`src/rtl/imix_pkg.sv`:
```
package imix_pkg;
    localparam int OP_W    = 2;
    localparam int SUB_W   = 6;
    localparam int IDX_W   = OP_W + SUB_W;
    localparam int DEPTH   = 1 << IDX_W;
    localparam int CAT_W   = 3;
    localparam int NUM_CAT = 5;
    localparam int SEL_W   = 3;

    typedef enum logic [CAT_W-1:0] {
        CAT_MEM   = 3'd0,
        CAT_FP    = 3'd1,
        CAT_CTRL  = 3'd2,
        CAT_ALU   = 3'd3,
        CAT_OTHER = 3'd4
    } cat_e;
endpackage

```
`src/rtl/imix_index.sv`:
```
module imix_index
    import imix_pkg::*;
(
    input  logic [31:0]      instr,
    output logic [IDX_W-1:0] idx
);
    logic [OP_W-1:0]  op;
    logic [SUB_W-1:0] sub;
    logic             unused_low;

    assign op         = instr[31:30];
    assign unused_low = ^instr[18:0];

    always_comb begin
        case (op)
            2'd0:    sub = {3'b000, instr[24:22]};
            2'd1:    sub = '0;
            default: sub = instr[24:19];
        endcase
        idx = {op, sub};
    end
endmodule

```
`src/rtl/imix_table.sv`:
```
module imix_table
    import imix_pkg::*;
(
    input  logic             clk,
    input  logic             rst_n,
    input  logic             lock,
    input  logic             we,
    input  logic [IDX_W-1:0] wr_idx,
    input  logic [CAT_W-1:0] wr_cat,
    input  logic [IDX_W-1:0] rd_idx,
    output cat_e             rd_cat
);
    typedef struct packed {
        logic [DEPTH-1:0][CAT_W-1:0] ent;
    } tbl_s;

    tbl_s s_d, s_q;
    logic [CAT_W-1:0] raw;

    always_comb begin
        s_d = s_q;
        if (we && !lock) begin
            s_d.ent[wr_idx] = wr_cat;
        end
        raw    = s_q.ent[rd_idx];
        rd_cat = (raw < CAT_W'(NUM_CAT)) ? cat_e'(raw) : CAT_OTHER;
    end

    always_ff @(posedge clk or negedge rst_n) begin
        if (!rst_n) begin
            for (int i = 0; i < DEPTH; i++) begin
                s_q.ent[i] <= CAT_OTHER;
            end
        end else begin
            s_q <= s_d;
        end
    end

    // while counting is on, the table must not change
    assert_table_locked_R6: assert property (@(posedge clk) disable iff (!rst_n)
        lock |=> $stable(s_q.ent));
endmodule

```
`src/rtl/imix_counters.sv`:
```
module imix_counters
    import imix_pkg::*;
#(
    parameter int CNT_W = 32
) (
    input  logic                            clk,
    input  logic                            rst_n,
    input  logic                            inc_en,
    input  cat_e                            inc_cat,
    input  logic                            clr,
    output logic [NUM_CAT-1:0][CNT_W-1:0]   cnt_o
);
    typedef struct packed {
        logic [NUM_CAT-1:0][CNT_W-1:0] cnt;
    } cnt_s;

    cnt_s s_d, s_q;
    logic [NUM_CAT-1:0] hit;

    always_comb begin
        s_d = s_q;
        for (int i = 0; i < NUM_CAT; i++) begin
            hit[i] = inc_en && (inc_cat == cat_e'(CAT_W'(i)));
            if (clr) begin
                s_d.cnt[i] = '0;
            end else if (hit[i] && (s_q.cnt[i] != '1)) begin
                s_d.cnt[i] = s_q.cnt[i] + 1'b1;
            end
        end
    end

    always_ff @(posedge clk or negedge rst_n) begin
        if (!rst_n) begin
            s_q <= '0;
        end else begin
            s_q <= s_d;
        end
    end

    assign cnt_o = s_q.cnt;

    // at most one category is selected per cycle
    assert_single_hit_R3: assert property (@(posedge clk) disable iff (!rst_n)
        $onehot0(hit));

    // with no qualified instruction and no clear, the bank holds
    assert_idle_hold_R4: assert property (@(posedge clk) disable iff (!rst_n)
        (!clr && !inc_en) |=> $stable(s_q.cnt));

    // a clear empties the whole bank
    assert_clear_all_R8: assert property (@(posedge clk) disable iff (!rst_n)
        clr |=> (s_q.cnt == '0));

    for (genvar g = 0; g < NUM_CAT; g++) begin : g_sat
        // a full counter stays full until cleared
        assert_no_overflow_R7: assert property (@(posedge clk) disable iff (!rst_n)
            (!clr && (s_q.cnt[g] == '1)) |=> (s_q.cnt[g] == '1));
    end
endmodule

```
`src/rtl/instr_mix_counter.sv`:
```
module instr_mix_counter
    import imix_pkg::*;
#(
    parameter int CNT_W  = 32,
    parameter int ADDR_W = 32
) (
    input  logic              clk,
    input  logic              rst_n,
    input  logic              retire_valid,
    input  logic [31:0]       retire_instr,
    input  logic [ADDR_W-1:0] retire_pc,
    input  logic              count_en,
    input  logic              win_en,
    input  logic [ADDR_W-1:0] win_lo,
    input  logic [ADDR_W-1:0] win_hi,
    input  logic              tbl_we,
    input  logic [IDX_W-1:0]  tbl_idx,
    input  logic [CAT_W-1:0]  tbl_cat,
    input  logic              clr,
    input  logic [SEL_W-1:0]  rd_sel,
    output logic [CNT_W-1:0]  rd_data
);
    typedef struct packed {
        logic [CNT_W-1:0] rd_data;
    } top_s;

    top_s s_d, s_q;
    logic [IDX_W-1:0]             idx;
    cat_e                         cat;
    logic                         in_win;
    logic                         qual;
    logic [NUM_CAT-1:0][CNT_W-1:0] cnt_bus;

    imix_index u_index (
        .instr (retire_instr),
        .idx   (idx)
    );

    imix_table u_table (
        .clk    (clk),
        .rst_n  (rst_n),
        .lock   (count_en),
        .we     (tbl_we),
        .wr_idx (tbl_idx),
        .wr_cat (tbl_cat),
        .rd_idx (idx),
        .rd_cat (cat)
    );

    imix_counters #(.CNT_W(CNT_W)) u_counters (
        .clk     (clk),
        .rst_n   (rst_n),
        .inc_en  (qual),
        .inc_cat (cat),
        .clr     (clr),
        .cnt_o   (cnt_bus)
    );

    always_comb begin
        in_win = !win_en || ((retire_pc >= win_lo) && (retire_pc <= win_hi));
        qual   = retire_valid && count_en && in_win;
        s_d    = s_q;
        s_d.rd_data = '0;
        for (int i = 0; i < NUM_CAT; i++) begin
            if (rd_sel == SEL_W'(i)) begin
                s_d.rd_data = cnt_bus[i];
            end
        end
    end

    always_ff @(posedge clk or negedge rst_n) begin
        if (!rst_n) begin
            s_q <= '0;
        end else begin
            s_q <= s_d;
        end
    end

    assign rd_data = s_q.rd_data;

    // read port shows the selected counter one edge late
    assert_read_lag_R9: assert property (@(posedge clk) disable iff (!rst_n)
        (rd_sel < SEL_W'(NUM_CAT)) |=> (rd_data == $past(cnt_bus[rd_sel])));

    // unused selector codes read as zero
    assert_read_void_R9: assert property (@(posedge clk) disable iff (!rst_n)
        (rd_sel >= SEL_W'(NUM_CAT)) |=> (rd_data == '0));

    // an instruction outside an active window leaves the bank alone
    assert_window_R5: assert property (@(posedge clk) disable iff (!rst_n)
        (!clr && win_en && (retire_pc > win_hi)) |=> $stable(cnt_bus));
endmodule

```
`config.mk`:
```
export PLATFORM = sky130hd
export DESIGN_NAME = instr_mix_counter
export DESIGN_NICKNAME = d
export VERILOG_FILES = /design/src/rtl/imix_pkg.sv /design/src/rtl/imix_index.sv /design/src/rtl/imix_table.sv /design/src/rtl/imix_counters.sv /design/src/rtl/instr_mix_counter.sv
export SDC_FILE = /design/constraint.sdc
export NUM_CORES = 2
export LEC_CHECK = 0
export ABC_AREA = 1
export BUFFER_PORTS_ARGS = -buffer_cell sky130_fd_sc_hd__buf_2
export CAP_MARGIN = 20
export CORE_AREA = 2 2 309 311
export DETAILED_ROUTE_END_ITERATION = 7
export DIE_AREA = 0 0 311 313
export PLACE_DENSITY = 0.67
export SYNTH_ARGS = -nofsm -noshare
export SYNTH_HDL_FRONTEND = slang
export SYNTH_SLANG_ARGS = --single-unit
```
`constraint.sdc`:
```
create_clock -name clk -period 6.4 [get_ports clk]
set_input_delay 1.28 -clock clk [delete_from_list [all_inputs] [get_ports clk]]
set_output_delay 1.28 -clock clk [all_outputs]
set_load 0.05 [all_outputs]
```
==> results_dict.tcl <==
set metrics [dict create \
    finalSetupViolations 0 \
    synth_cell_types 41 \
    die_area_sq_um 97300 \
    grt_usage_pct 23.3 \
    cts_tree "done" \
    cts_setup_buffers 0 \
    gp_congestion 0.930 \
    dp_slack_ps 785 \
    post-route-period-util_pct 80.2 \
    wl_microns 115000 \
    die_h_microns 313 \
    multi_input_area_sq_um 17600 \
    grt_max_degree 171 \
    peakVddDrop_mv 0.231 \
    r2r_start "u_counters.cnt_o[97]" \
    register_area_sq_um 17000 \
    cts_resized 0 \
    crit_fanout 40 \
    ios 181 \
    cts_max_path_buffers 3 \
    wl_per_cell_microns 17.9 \
    dp.cells 6279 \
    layout_commonest_cell "nand2_1" \
    ys_ff_latch 672 \
    nets 5312 \
    power.leakage_nw 18.4 \
    cts_buffers 76 \
    cts.sinks 672 \
    fill_cells 9558 \
    synthesis.area_sq_um 37400 \
    hold_ws_ps 477 \
    synth_seq_area_share_pct 45.5 \
    syn_nets 5279 \
    grt_antenna_before_repair 4 \
    layout_common_cells "nand2_1, nand3_1, o21ai_0" \
    max_freq_mhz 195 \
    rows 113 \
    startpoint "retire_instr[31]" \
    period_minus_slack_ps 5130 \
    syn_inst 5061 \
    powerDensity_nw_per_um2 238 \
    fin_tns_setup_ps 0 \
    max-slew-margin-rel_pct 28.0 \
    insertion_delay_ps 650 \
    overflow 0 \
    crit_type "input port to flip-flop" \
    critPathRequiredTime_ps 6930 \
    yosysWarnings 0 \
    hold_violations 0 \
    htreeDepth 3 \
    instances_no_fill 6422 \
    drv_slew 0 \
    min_from "u_table.s_q[696]" \
    io_buffers 156 \
    remaining_drc_errors 0 \
    endpoint_kind "flip-flop" \
    drtIter0Drc 3632 \
    worst_slack_ps 1270 \
    area_delta_synth_final_pct 12.3 \
    start_util_pct 39.7 \
    rsz0062_at_grt "false" \
    totalPowerFinal_mw 9.97 \
    vias 34400 \
    status "completed" \
    crit_path_start_kind "input port" \
    tightest_slew_ps 1080 \
    max_cap_violations 0 \
    hold_class "flip-flop to flip-flop" \
    fp.dieW_microns 311 \
    antenna_left 0 \
    cts_hold_buf 0 \
    arrival_ps 5660 \
    dpl.hpwl_microns 74900 \
    vias_per_cell 5.36 \
    skew_ps 31.4 \
    firstDrtPassIters 6 \
    layout-drive-gt1-share_pct 10.6 \
    clk_pin_slew_worst_paths_ps 60 \
    grt_pass1_wl_microns 183000 \
    syn_area_per_cell_sq_um 7.39 \
    clockRootBuffer "clkbuf_16" \
    first_global_vias 32700 \
    core_area_sq_um 94200 \
]
[critical path, stage by stage]
cell     delay, ps
buf_2          280
nor2_2         170
nand2_2        150
nand2_8        210
inv_4          470
buf_4          350
nand2_1         80
nand2_1         70
nand2_1         50
nand3_1        100
nand3_1         90
nand3_1        160
nand3_1        230
nand3_1        150
nand3_1        180
nand2_1        280
nor2_2          90
nand3_2         60
buf_4          350
nand2_2        480
nand2_1        200
nand2_1         60
[Yosys cell counts]
library cell	n	area share, %
buf_2	94	1.3
nand4_1	35	0.59
nor2_2	4	0.067
a32oi_1	2	0.047
nor4_1	44	0.74
a31o_2	1	0.023
o22ai_1	30	0.50
o211ai_1	10	0.20
ha_1	69	2.3
buf_4	9	0.18
a31oi_1	1	0.017
a21boi_1	1	0.020
buf_1	17	0.17
inv_2	8	0.080
nor2b_1	1	0.017
inv_1	423	4.2
nor3b_1	5	0.10
nand3_1	695	9.3
clkinv_1	1	0.010
a21oi_1	66	0.88
o311ai_0	1	0.023
dfrtp_1	512	34
clkbuf_1	149	1.5
o31ai_1	5	0.10
xor2_1	118	2.8
nand3_2	3	0.080
o21a_1	1	0.020
nand2_2	6	0.10
nor3_1	117	1.6
a21o_1	1	0.020
o221ai_1	15	0.35
o21ai_2	2	0.047
o21ai_1	32	0.43
nand3b_1	30	0.60
o21ai_0	522	7.0
a221oi_1	2	0.047
nor2_1	276	2.8
xnor2_1	20	0.47
dfstp_2	160	11
nand2_1	1569	16
buf_6	4	0.12
[cell type report]
type / count / share of cell area [%]
Multi-Input combinational cell: 3684 / 42.0
Sequential cell: 672 / 40.5
Clock buffer: 100 / 5.06
Inverter: 432 / 3.90
Tap cell: 1265 / 3.77
Timing Repair Buffer: 228 / 3.56
Clock inverter: 39 / 1.20
Antenna cell: 2 / 0.0119
[state kept, by name, indices dropped and copies added (netlist names)]
register / flops
u_counters.cnt_o: 160
u_table.s_q: 480
rd_data: 32
[report_power, final]
part | internal, mW | switching, mW
clock | 2.73 | 1.87
sequential | 4.36 | 0.0551
combinational | 0.266 | 0.686
total | 7.36 | 2.61
[worst paths after layout]
kind | slack, ps | to | cells after the start
min in group asynchronous | 650 | u_table.s_q[717] | 1
max in group asynchronous | 4230 | u_table.s_q[628] | 2
worst max register to register | 2660 | u_counters.cnt_o[105] | 15
worst min register to register | 480 | u_table.s_q[696] | 2
worst max-delay path | 1270 | u_counters.cnt_o[105] | 22
worst min-delay path | 480 | u_table.s_q[696] | 2
[metal layers]
layer	vias up	global-route usage, %	wire length (microns)
li1	16600	-	-
met1	16400	32.2	51600
met2	1168	37.0	52000
met3	215	3.76	7700
met4	2	8.38	3850
met5	-	0	13
[through the flow]
| step | util [%] | area, sq um |
|---|---|---|
| global placement | 41.7 | 39300 |
| CTS | 44.5 | 41900 |
| global route | 44.6 | 42000 |
| finish | 44.6 | 42000 |
| detailed placement | 41.8 | 39300 |
| floorplan | - | 37400 |
[cells by family after synthesis]
kind of cell	synth area share [%]
DFF	45.5
adders and majority gates	2.31
xor gates and xnor gates	3.23
AOI/OAI and AO/OA	9.72
and+or+nand+nor	31.7
buffers and inverters	7.56
Note: power is estimated with default switching activity, not from simulation.
